===== src/rtl/serdes4_pkg.sv =====
package serdes4_pkg;

  // Lane index carried in a serial slot: the slot number with its bits reversed.
  function automatic int unsigned lane_of_slot(input int unsigned slot, input int unsigned lvl);
    int unsigned r;
    r = 0;
    for (int unsigned b = 0; b < lvl; b++) begin
      r = (r << 1) | ((slot >> b) & 1);
    end
    return r;
  endfunction

endpackage


===== src/rtl/phase_ctr.sv =====
module phase_ctr #(
  parameter int LVL = 2
) (
  input  logic           clk,
  input  logic           rst_n,
  input  logic           en,
  output logic [LVL-1:0] phase,
  output logic           at_last
);

  localparam logic [LVL-1:0] LAST = {LVL{1'b1}};

  always_ff @(posedge clk or negedge rst_n) begin
    if (!rst_n)  phase <= '0;
    else if (en) phase <= phase + 1'b1;
  end

  assign at_last = (phase == LAST);

endmodule


===== src/rtl/ser_tree.sv =====
module ser_tree #(
  parameter int LVL = 2
) (
  input  logic              clk,
  input  logic              rst_n,
  input  logic              en,
  input  logic [LVL-1:0]    phase,
  input  logic              at_last,
  input  logic [(1<<LVL)-1:0] par_in,
  output logic              ser_out,
  output logic              load
);

  localparam int NCH = 1 << LVL;

  logic [NCH-1:0] hold;

  // Tree of 2:1 selectors. Leaves pair adjacent lanes on the slowest phase bit;
  // each level up uses a faster bit, and the root uses phase[0].
  function automatic logic tree_pick(input logic [NCH-1:0] v, input logic [LVL-1:0] ph);
    logic [NCH-1:0] cur;
    cur = v;
    for (int d = LVL - 1; d >= 0; d--) begin
      for (int j = 0; j < (1 << d); j++) begin
        cur[j] = ph[d] ? cur[2*j+1] : cur[2*j];
      end
    end
    return cur[0];
  endfunction

  assign load = en && at_last;

  always_ff @(posedge clk or negedge rst_n) begin
    if (!rst_n)    hold <= '0;
    else if (load) hold <= par_in;
  end

  assign ser_out = tree_pick(hold, phase);

endmodule


===== src/rtl/des_tree.sv =====
module des_tree #(
  parameter int LVL = 2
) (
  input  logic                clk,
  input  logic                rst_n,
  input  logic                en,
  input  logic [LVL-1:0]      phase,
  input  logic                at_last,
  input  logic                ser_in,
  output logic [(1<<LVL)-1:0] par_out,
  output logic                grp_valid
);

  import serdes4_pkg::*;

  localparam int NCH = 1 << LVL;

  logic [NCH-1:0] slots;
  logic [NCH-1:0] grp_next;

  genvar c;
  generate
    for (c = 0; c < NCH; c++) begin : g_lane
      // Slot that routes into lane c (bit reversal is its own inverse).
      localparam int unsigned SL = lane_of_slot(c, LVL);
      assign grp_next[c] = (phase == LVL'(SL)) ? ser_in : slots[c];

      always_ff @(posedge clk or negedge rst_n) begin
        if (!rst_n)  slots[c] <= 1'b0;
        else if (en) slots[c] <= grp_next[c];
      end
    end
  endgenerate

  always_ff @(posedge clk or negedge rst_n) begin
    if (!rst_n) begin
      par_out   <= '0;
      grp_valid <= 1'b0;
    end else begin
      grp_valid <= en && at_last;
      if (en && at_last) par_out <= grp_next;
    end
  end

endmodule


===== src/rtl/tree_serdes4.sv =====
module tree_serdes4 #(
  parameter int LVL = 2
) (
  input  logic                clk,
  input  logic                rst_n,
  input  logic                bit_en,
  input  logic [(1<<LVL)-1:0] par_in,
  output logic                ser_out,
  input  logic                ser_in,
  output logic [(1<<LVL)-1:0] par_out,
  output logic                grp_valid,
  output logic                frm_clk
);

  logic [LVL-1:0] ser_phase;
  logic [LVL-1:0] des_phase;
  logic           ser_last;
  logic           des_last;
  logic           ser_load;

  phase_ctr #(.LVL(LVL)) i_ser_ctr (
    .clk(clk), .rst_n(rst_n), .en(bit_en), .phase(ser_phase), .at_last(ser_last)
  );

  phase_ctr #(.LVL(LVL)) i_des_ctr (
    .clk(clk), .rst_n(rst_n), .en(bit_en), .phase(des_phase), .at_last(des_last)
  );

  ser_tree #(.LVL(LVL)) i_ser (
    .clk(clk), .rst_n(rst_n), .en(bit_en), .phase(ser_phase), .at_last(ser_last),
    .par_in(par_in), .ser_out(ser_out), .load(ser_load)
  );

  des_tree #(.LVL(LVL)) i_des (
    .clk(clk), .rst_n(rst_n), .en(bit_en), .phase(des_phase), .at_last(des_last),
    .ser_in(ser_in), .par_out(par_out), .grp_valid(grp_valid)
  );

  assign frm_clk = des_phase[LVL-1];

endmodule


===== config.mk =====
export PLATFORM = sky130hd
export DESIGN_NAME = tree_serdes4
export DESIGN_NICKNAME = d
export VERILOG_FILES = /design/src/rtl/serdes4_pkg.sv /design/src/rtl/phase_ctr.sv /design/src/rtl/ser_tree.sv /design/src/rtl/des_tree.sv /design/src/rtl/tree_serdes4.sv
export SDC_FILE = /design/constraint.sdc
export NUM_CORES = 1
export LEC_CHECK = 0
export ABC_AREA = 1
export BUFFER_PORTS_ARGS = -buffer_cell sky130_fd_sc_hd__buf_2
export CAP_MARGIN = 15
export CORE_ASPECT_RATIO = 0.75
export CORE_MARGIN = 4
export CORE_UTILIZATION = 35
export CTS_CLUSTER_SIZE = 25
export DETAILED_ROUTE_END_ITERATION = 8
export SLEW_MARGIN = 20
export SYNTH_ARGS = -nofsm -noshare
export SYNTH_HDL_FRONTEND = slang
export SYNTH_HIERARCHICAL = 1
export SYNTH_SLANG_ARGS = --single-unit

===== constraint.sdc =====
create_clock -name clk -period 1.1 [get_ports clk]
set_input_delay 0.22 -clock clk [delete_from_list [all_inputs] [get_ports clk]]
set_output_delay 0.22 -clock clk [all_outputs]
set_load 0.05 [all_outputs]

# Yosys cells after proc, flatten, opt, wreduce, memory -nomap -nowiden
# Index checks and enable logic that the tools add are counted.
# op_classes
add_sub_neg,2
n_eq_ne,4
muxes,7
reduce_logical,3
# op_table
operator,count
two-way mux 1 bit,7
"== test 2 bit, second input constant",3
"adder 2 x 1 -> 2 bit, second input constant",2
"== test 2 x 1 -> 1 bit, second input constant",1
logical AND 1 bit,2
zero test 2 bit,1
# word_totals
register_bits,17
output_inout_bits,7

# Logic depth before layout (Yosys ltp)
# Gate-level depths: netlist (run 1).
# depth
ltp_word,2
depth_mapped,5

# By module
# The synthesis (run 1) kept the hierarchy.
# by_module_without_submodules
mod,instances,cells_each,area_each_um2,seq_area_each_um2
des_tree,1,54,414.1,225.2
ser_tree,1,27,193.9,100.1
phase_ctr,2,11,92.6,50.0

# Least setup slack after synthesis (run 1)
# No wires, ideal clock.
# synth_path
path_kind,flip-flop to flip-flop
from,reg i_des_ctr.phase[1]
to,reg i_des.par_out[0]
arrival_ns,1.274
required_time_ns,1.034
path_slack_ns,-0.240
stages_incl_launch_ff,6
period_less_slack_ns,1.340
path_cell_list,dfrtp_1 ha_1 nand2_2 inv_2 nand3_1 nand2_1
# synth_via
elab_chain_cells,2
elab_cells_between_ends,4
# synth_rtl
element,line_no,text
"start, declared",phase_ctr.sv:7,"output logic [LVL-1:0] phase,"
"start signal, assigned",phase_ctr.sv:15,else if (en) phase <= phase + 1'b1;
== test 2 bit,phase_ctr.sv:18,assign at_last = (phase == LAST);
net des_last,tree_serdes4.sv:18,logic des_last;
logical AND 1 bit,des_tree.sv:41,if (en && at_last) par_out <= grp_next;
"end signal, assigned",des_tree.sv:41,
"end, declared",des_tree.sv:10,"output logic [(1<<LVL)-1:0] par_out,"
# The timed path passes the listed nets, and every way through them passes these cells.
# A chain may end at the register's enable or synchronous reset.

# Worst setup path in the final report (run 1)
# layout_path
from,reg i_ser_ctr.phase[1]
to,out ser_out
# layout_via
elab_chain_cells,2
elab_cells_between_ends,3
# layout_rtl
element,line_no,text
"start, declared",phase_ctr.sv:7,
"start signal, assigned",phase_ctr.sv:15,
two-way mux 1 bit,ser_tree.sv:25,cur[j] = ph[d] ? cur[2*j+1] : cur[2*j];
two-way mux 1 bit (*),ser_tree.sv:25,
"end, declared",tree_serdes4.sv:8,"output logic ser_out,"
# Mark *: on every way between the ends. The rest lies on a longest branch, timed or not.

==> flow_summary.ini, run 1 <==
[synth]
synthXorXnorAreaFrac = 0
synth_top_family_by_area = simple AND/OR/NAND/NOR gates
synth_compound_area_frac = 0.0347
postSynthAreaPerCell_um2 = 7.70
synth_adder_area_share = 0.0315
ys_ff_latch = 17
synth_cell_types = 10
synthSimpleGateAreaFrac = 0.308
ys_warn_count = 6
syn_inst = 103
synth_area_um2 = 793
ys_seq_area_frac = 0.536
syn_nets = 113
synth_mux_area_frac = 0

[finish]
final_cell_mix = nand2_1, dfrtp_1, inv_1, nand3_2, buf_6
fillCellCount = 189
stdcell_count = 156
layout-area-overhead-vs-synth_pct = 48.0
drive_gt1_frac = 0.417
multi_input_area_um2 = 395
finalNetCount = 143
stdcell_area_um2 = 1170
final_common_cell = nand2_1
diodes = 0
seq_area_um2 = 430

[timing]
whs_ns = 0.133
slew_headroom = 0.746
finalClockSkew_ns = 0.00258
finalHoldViolCount = 0
fin_crit_ns = 1.36
setup_viol = 10
worst_slack_ns = -0.262
worst_pin_slew_ns = 0.382
grt_setup_unrepaired = yes
clock.fmax_mhz = 734
finalSetupTns_ns = -0.667
finalCritPeriodShare = 1.24
maxSlewViolCount = 0

[clock_tree]
cts_sinks = 17
cts_tree = done
cts.clk_slew.worst_paths_ns = 0.10
cts_inserted_buffers = 3
clk_latency_ns = 0.29
cts-root-buf = clkbuf_4
cts_max_path_buffers = 2
cts-htree-levels = 1

[critical_path]
path_max_fanout = 4
path_class = reg -> out
slowest_delay_ns = 0.42
ff2ff_setup_slack_ns = -0.08
arrival_ns = 1.14
endpoint = ser_out
cp.required_ns = 0.88
crit_path_end_kind = output port
cp_cell_sequence = inv_2, nand2_1, nand3_1, nand2_2, buf_8
crit_slowest_cell = dfrtp_1
crit_start = i_ser_ctr/phase[1]$_DFFE_PN0P_
path_buf_inv = 2
r2r_cells = 6
critPathLaunchType = register
r2r-start = i_des_ctr/phase[1]$_DFFE_PN0P_
crit_family = flip-flops
r2r_end = i_des/par_out[3]$_DFFE_PN0P_
cp_num_cells = 5

[route]
dr.first_iter.drc_count = 28
routed_via_density = 4.74
firstDrtPassIters = 4
vias = 740
remaining_drc_errors = 0
wirelength_mm = 1.82
antenna_left = 0
wl_per_cell_um = 11.6

[floorplanning]
die_area_um2 = 3100
initial_utilization = 0.381
fp.dieH_um = 49.2
num_rows = 14
ios = 15
fp.dieW_um = 63.0
coreArea_um2 = 2080

[grt]
antenna_found_initial = 0
grt_pass1_vias = 635
overflow = 0
grt_pass1_wl_mm = 2.80
grt_usage = 0.115
grt_max_degree = 18

[power]
p_total_uw = 3070
power_density_nw_per_um2 = 2610
p_leak_uw = 0.000638
ir_worst_vdd_uv = 800

[placement]
placed_area_um2 = 935
globalplace.congestion = 0.823
dp_hpwl_mm = 1.21
dp_cells = 143
numPortBuffers = 14

[run]
max_cap_viol_count = 0

[outcome]
failed_checks = negative setup slack
status = complete, but fails checks

[hold_path]
hold_class = in -> reg
[cell usage after synthesis]
cell,instances,area share
inv_1,17,0.080
inv_2,2,0.0095
nor2_1,1,0.0047
nand2_1,45,0.21
nand2_2,1,0.0079
dfrtp_1,17,0.54
nand3_1,13,0.082
ha_1,2,0.032
o21ai_0,4,0.025
o21bai_1,1,0.0095
[repair_timing]
item / CTS / global route
setup endpoints to repair: 11 / 20
hold buffers: 1 / 0
pin swaps: 3 / 6
hold endpoints to repair: 17 / 0
setup buffers: 4 / 4
gates resized for setup: 20 / 22
[registers in the layout (all words and copies together), names as in the netlist]
name / flops
i_des/slots: 4
i_des_ctr/phase: 2
i_des/par_out: 4
i_des/grp_valid: 1
i_ser/hold: 4
i_ser_ctr/phase: 2
[how the worst min path moves through the flow]
stage / endpoint / cells past startpoint / from / slack, ns
after floorplan: i_des/grp_valid$_DFF_PN0_ / 0 / rst_n / -0.08
after global placement: i_des_ctr/phase[0]$_DFFE_PN0P_ / 1 / rst_n / 0.16
after detailed placement: i_des_ctr/phase[0]$_DFFE_PN0P_ / 1 / rst_n / 0.17
after CTS: i_ser/hold[2]$_DFFE_PN0P_ / 3 / par_in[2] / 0.13
after global routing: i_ser/hold[2]$_DFFE_PN0P_ / 3 / par_in[2] / 0.12
final: i_ser/hold[2]$_DFFE_PN0P_ / 3 / par_in[2] / 0.13
[worst reg2reg max path: stages (launching register included)]
cell and delay (ns):
dfrtp_4 0.51, buf_6 0.15, ha_4 0.16, nand2_4 0.08, inv_4 0.06, nand3_2 0.08
nand2_1 0.05
[where the power goes]
part / total, uW / internal, uW / switching [uW] / leakage [uW]
Clock: 329 / 135 / 194 / 0.0000177
Sequential: 1040 / 874 / 167 / 0.000208
Combinational: 1700 / 701 / 995 / 0.000413
[final cells by class]
cell class | count | area share
sequential | 17 | 0.367
clock buffer | 3 | 0.0192
clock inverter | 1 | 0.00426
multi-input combinational | 67 | 0.337
tap | 24 | 0.0256
inverter | 19 | 0.0650
timing repair buffer | 25 | 0.182
[per-stage QoR]
step | worst slack (ns) | util
3_3_place_gp | 0.0170 | 0.448
6_report | -0.262 | 0.563
2_1_floorplan | -0.00960 | -
5_1_grt | -0.302 | 0.563
3_5_place_dp | -0.0235 | 0.448
4_1_cts | -0.251 | 0.514
[per-layer routing]
metal / track usage / vias to the layer above / share of wire
li1: - / 373 / -
met1: 0.142 / 345 / 0.46
met2: 0.184 / 18 / 0.47
met3: 0.0484 / 4 / 0.053
met4: 0.0330 / 0 / 0.010
met5: 0 / - / 0
[cell families (layout without fill, tap and decap cells)]
family	count (synthesis)	after routing
and+or+nand+nor	60	60
adders and majority gates	2	2
buffers and inverters	19	48
DFF	17	17
AOI/OAI and AO/OA	5	5
(Power assumes the default switching activity.)
==> run 2, diff against run 1 <==
--- a/config.mk
+++ b/config.mk
@@ -6,13 +6,13 @@
 export NUM_CORES = 1
 export LEC_CHECK = 0
 export ABC_AREA = 1
-export BUFFER_PORTS_ARGS = -buffer_cell sky130_fd_sc_hd__buf_2
 export CAP_MARGIN = 15
 export CORE_ASPECT_RATIO = 0.75
 export CORE_MARGIN = 4
 export CORE_UTILIZATION = 35
 export CTS_CLUSTER_SIZE = 25
 export DETAILED_ROUTE_END_ITERATION = 8
+export DONT_BUFFER_PORTS = 1
 export SLEW_MARGIN = 20
 export SYNTH_ARGS = -nofsm -noshare
 export SYNTH_HDL_FRONTEND = slang
==> run 2 against run 1 <==
Against the previous run:
- the flow still finishes with violations (negative setup slack)
- via count fell by 9.3%
- critical path type unchanged
- largest power group unchanged
- flip-flop and latch count unchanged
- sequential share of layout area grew 2.9 points
==> flow_summary.ini, run 2 (synthesis results as in run 1) <==
[finish]
drive_gt1_frac = 0.378
final_cell_mix = nand2_1, inv_1, dfrtp_1, nand3_2, nand2_2
final_common_cell = nand2_1
layout-area-overhead-vs-synth_pct = 38.0
stdcell_area_um2 = 1090
stdcell_count = 143
diodes = 0
finalNetCount = 130
largestRegisters = i_des/par_out x4, i_des/slots x4, i_ser/hold x4

[run]
max_cap_viol_count = 0

[power]
ir_worst_vdd_uv = 874
power_density_nw_per_um2 = 2570
p_leak_uw = 0.000585

[route]
vias = 671
antenna_left = 0
firstDrtPassIters = 4
wirelength_mm = 1.78
dr.first_iter.drc_count = 16
wl_per_cell_um = 12.4
remaining_drc_errors = 0
routed_via_density = 4.69

[floorplanning]
die_area_um2 = 3100
initial_utilization = 0.381
num_rows = 14
fp.dieH_um = 49.2
coreArea_um2 = 2080
ios = 15
fp.dieW_um = 63.0

[grt]
grt_pass1_wl_mm = 2.48
overflow = 0
met1_usage = 0.137
grt_usage = 0.104
use_met3 = 0.0530
grt_max_degree = 18
grt_pass1_vias = 540
grtUsageMet2 = 0.152
busiest_layer = met2
antenna_found_initial = 0

[placement]
globalplace.congestion = 0.803
numPortBuffers = 0
placed_area_um2 = 880
dp_hpwl_mm = 1.05
dp_slack_ns = 0.0284
dp_cells = 131

[timing]
worst_pin_slew_ns = 0.746
finalHoldViolCount = 0
worst_slack_ns = -0.211
whs_ns = 0.0513
fin_crit_ns = 1.31
finalSetupTns_ns = -0.941
setup_viol = 12
finalClockSkew_ns = 0.00134
slew_headroom = 0.503
clock.fmax_mhz = 763
grt_setup_unrepaired = yes
finalCritPeriodShare = 1.19
maxSlewViolCount = 0

[hold_path]
hold_class = in -> reg
hold_depth = 2

[critical_path]
path_max_fanout = 4
cp_cell_sequence = inv_1, nand2_1, nand3_2, nand2_4
critPathLaunchType = register
crit_path_end_kind = output port
r2r_cells = 7
cp.required_ns = 0.88
arrival_ns = 1.09
slowest_delay_ns = 0.39
crit_slowest_cell = dfrtp_1
path_class = reg -> out

[clock_tree]
clk_latency_ns = 0.28
cts_max_path_buffers = 2
cts_tree = done
cts-htree-levels = 1
cts_inserted_buffers = 3
cts-root-buf = clkbuf_4
cts.clk_slew.worst_paths_ns = 0.09
cts_sinks = 17

[outcome]
failed_checks = negative setup slack
status = complete, but fails checks
==> run 2: cell count changes in the layout (fill, tap and decap cells not counted), sizes merged <==
cell / previous run / this run
buf: 24 / 11
clkbuf: 3 / 4
clkinv: 1 / 0
dlygate4sd3: 1 / 0
dlymetal6s4s: 0 / 1
==> run 2: routing by layer <==
metal / wire length, um / part of all wire
met1: 774 / 0.44
met5: 0 / 0
met3: 106 / 0.060
met4: 17 / 0.0096
met2: 877 / 0.49
==> run 2: cell type report <==
| type | count | area (um2) |
|---|---|---|
| clock buffer | 4 | 26.3 |
| fill | 181 | 990 |
| timing repair buffer | 12 | 121 |
| inverter | 19 | 76.3 |
| tap | 24 | 30.0 |
| sequential | 17 | 433 |
| multi-input combinational | 67 | 408 |
==> run 2: stage by stage <==
stage	util	power [uW]
after floorplan	-	1880
after global placement	0.422	2090
after detailed placement	0.422	2100
after CTS	0.472	2620
after global routing	0.525	3010
final	0.525	2820
==> run 2: what timing repair did <==
item	4_1_cts	5_1_grt
setup buffers	4	3
hold endpoints to repair	17	0
gates resized for setup	11	27
pin swaps	2	16
hold buffers	1	0
endpoints found under the setup margin	5	20
==> run 2: final timing paths <==
path,startpoint,end,slack (ns)
min in group asynchronous,rst_n,i_des_ctr/phase[1]$_DFFE_PN0P_,0.06
min reg2reg,i_des/slots[0]$_DFFE_PN0P_,i_des/slots[0]$_DFFE_PN0P_,0.48
max reg2reg,i_ser_ctr/phase[0]$_DFFE_PN0P_,i_ser/hold[3]$_DFFE_PN0P_,-0.10
min,bit_en,i_des_ctr/phase[1]$_DFFE_PN0P_,0.05
max,i_ser_ctr/phase[1]$_DFFE_PN0P_,ser_out,-0.21
max in group asynchronous,rst_n,i_des_ctr/phase[1]$_DFFE_PN0P_,0.50
==> run 2: worst max-delay path: cells and delay by family (launching register included) <==
family,cells,cell delay [ns]
buffers and inverters,1,0.08
DFF,1,0.39
and+or+nand+nor,3,0.34
==> run 2: power breakdown <==
group	switching (uW)	leakage (uW)	internal, uW
logic	836	0.000364	511
clock network	172	0.0000150	141
registers	278	0.000206	879
total	1290	0.000584	1530
==> run 3, diff against run 2 <==
==> constraint.sdc (replaced) <==
create_clock -name clk -period 1.5 [get_ports clk]
set_input_delay 0.3 -clock clk [delete_from_list [all_inputs] [get_ports clk]]
set_output_delay 0.3 -clock clk [all_outputs]
set_load 0.05 [all_outputs]
==> run 3 against run 2 <==
Against the previous run:
- the flow now finishes without violations
- critical path type unchanged
- core utilization shrank 10 points
- critical endpoint unchanged
- clock skew is essentially flat
- highest routed layer unchanged
- non-clock buffer count shrank 8
==> flow_summary.ini, run 3 (synthesis results as in run 1) <==
[outcome]
status = complete, no violations

[critical_path]
crit_start = i_ser_ctr/phase[1]$_DFFE_PN0P_
critPathLaunchType = register
arrival_ns = 1.12
crit_slowest_cell = dfrtp_1
endpoint = ser_out
r2r_end = i_des/par_out[0]$_DFFE_PN0P_
crit_path_end_kind = output port
path_buf_inv = 2
ff2ff_setup_slack_ns = 0.33
path_class = reg -> out
r2r-start = i_des_ctr/phase[1]$_DFFE_PN0P_
crit_path_frequent_cell = nand2_1
cp_cell_sequence = inv_2, nand2_1, nand3_1, nand2_1, buf_6
r2r_cells = 5
cp.required_ns = 1.20
cp_num_cells = 5
slowest_delay_ns = 0.44
path_max_fanout = 5
crit_family = flip-flops

[floorplanning]
initial_utilization = 0.381
fp.dieH_um = 49.2
num_rows = 14
fp.dieW_um = 63.0
die_area_um2 = 3100
coreArea_um2 = 2080
ios = 15

[power]
p_total_uw = 1760
power_density_nw_per_um2 = 1980
ir_worst_vdd_uv = 492
p_leak_uw = 0.000512

[grt]
antenna_found_initial = 0
grt_pass1_vias = 560
overflow = 0
grt_pass1_wl_mm = 2.39
grt_max_degree = 18
grt_usage = 0.0996

[finish]
layout-area-overhead-vs-synth_pct = 11.7
final_common_cell = nand2_1
diodes = 0
drive_gt1_frac = 0.0901
stdcell_area_um2 = 886
finalNetCount = 122
final_cell_mix = nand2_1, dfrtp_1, inv_1, nand3_1, o21ai_0
largestRegisters = i_des/par_out x4, i_des/slots x4, i_ser/hold x4

[clock_tree]
clk_latency_ns = 0.28
cts.clk_slew.worst_paths_ns = 0.09
cts-htree-levels = 1
cts_sinks = 17
cts_max_path_buffers = 2
cts_inserted_buffers = 3
cts_tree = done
cts-root-buf = clkbuf_4

[run]
max_cap_viol_count = 0

[timing]
setup_viol = 0
clock.fmax_mhz = 704
worst_pin_slew_ns = 0.731
finalCritPeriodShare = 0.948
maxSlewViolCount = 0
slew_headroom = 0.511
finalHoldViolCount = 0
grt_setup_unrepaired = yes
fin_crit_ns = 1.42
worst_slack_ns = 0.0786
finalClockSkew_ns = 0.00140

[hold_path]
hold_class = in -> reg
hold_depth = 2

[route]
wl_per_cell_um = 10.6
dr.first_iter.drc_count = 29
routed_via_density = 4.59
wirelength_mm = 1.43
antenna_left = 0
remaining_drc_errors = 0
vias = 620
firstDrtPassIters = 4

[placement]
dp_hpwl_mm = 1.00
globalplace.congestion = 0.714
placed_area_um2 = 838
dp_slack_ns = 0.347
numPortBuffers = 0
## run 3: routing by layer
layer  vias to the layer above  GRT usage  part of all wire
li1                        331          -                 -
met1                       275      0.126              0.50
met2                        12      0.151              0.44
met3                         2     0.0161             0.041
met4                         0     0.0769             0.015
met5                         -          0                 0
## run 3: worst min path at each step
| stage | to | slack, ns | start |
|---|---|---|---|
| detailed placement | i_ser/hold[3]$_DFFE_PN0P_ | 0.005 | rst_n |
| CTS | i_ser_ctr/phase[0]$_DFFE_PN0P_ | 0.12 | bit_en |
| global route | i_des_ctr/phase[0]$_DFFE_PN0P_ | 0.12 | bit_en |
| global placement | i_ser/hold[3]$_DFFE_PN0P_ | 0.005 | rst_n |
| finish | i_ser_ctr/phase[0]$_DFFE_PN0P_ | 0.13 | bit_en |
| floorplan | i_des/grp_valid$_DFF_PN0_ | 0.004 | rst_n |
## run 3: metrics by stage
stage          cells  TNS (ns)   util  hold slack (ns)
5_1_grt          135   -0.0250  0.425            0.123
2_1_floorplan    103         0      -          0.00441
3_5_place_dp     129         0  0.402          0.00470
3_3_place_gp     129         0  0.402          0.00478
4_1_cts          134         0  0.420            0.123
6_report         135         0  0.425            0.133
## run 3: timing repair
action	CTS	global route
hold buffers	1	0
endpoints found under the hold margin	17	0
setup endpoints to repair	0	1
gates resized for setup	0	2
setup buffers	0	1
## run 3: area by class of cell
class	instances	area (um2)
tap	24	30.0
fill	203	1200
multi-input combinational	67	297
timing repair buffer	4	36.3
sequential	17	425
clock buffer	4	26.3
inverter	19	71.3
## run 3: report_power, final
group | total (uW) | internal [uW] | switching, uW | leakage [uW]
Combinational | 563 | 213 | 350 | 0.000286
Clock | 237 | 103 | 134 | 0.0000150
Sequential | 956 | 628 | 328 | 0.000210
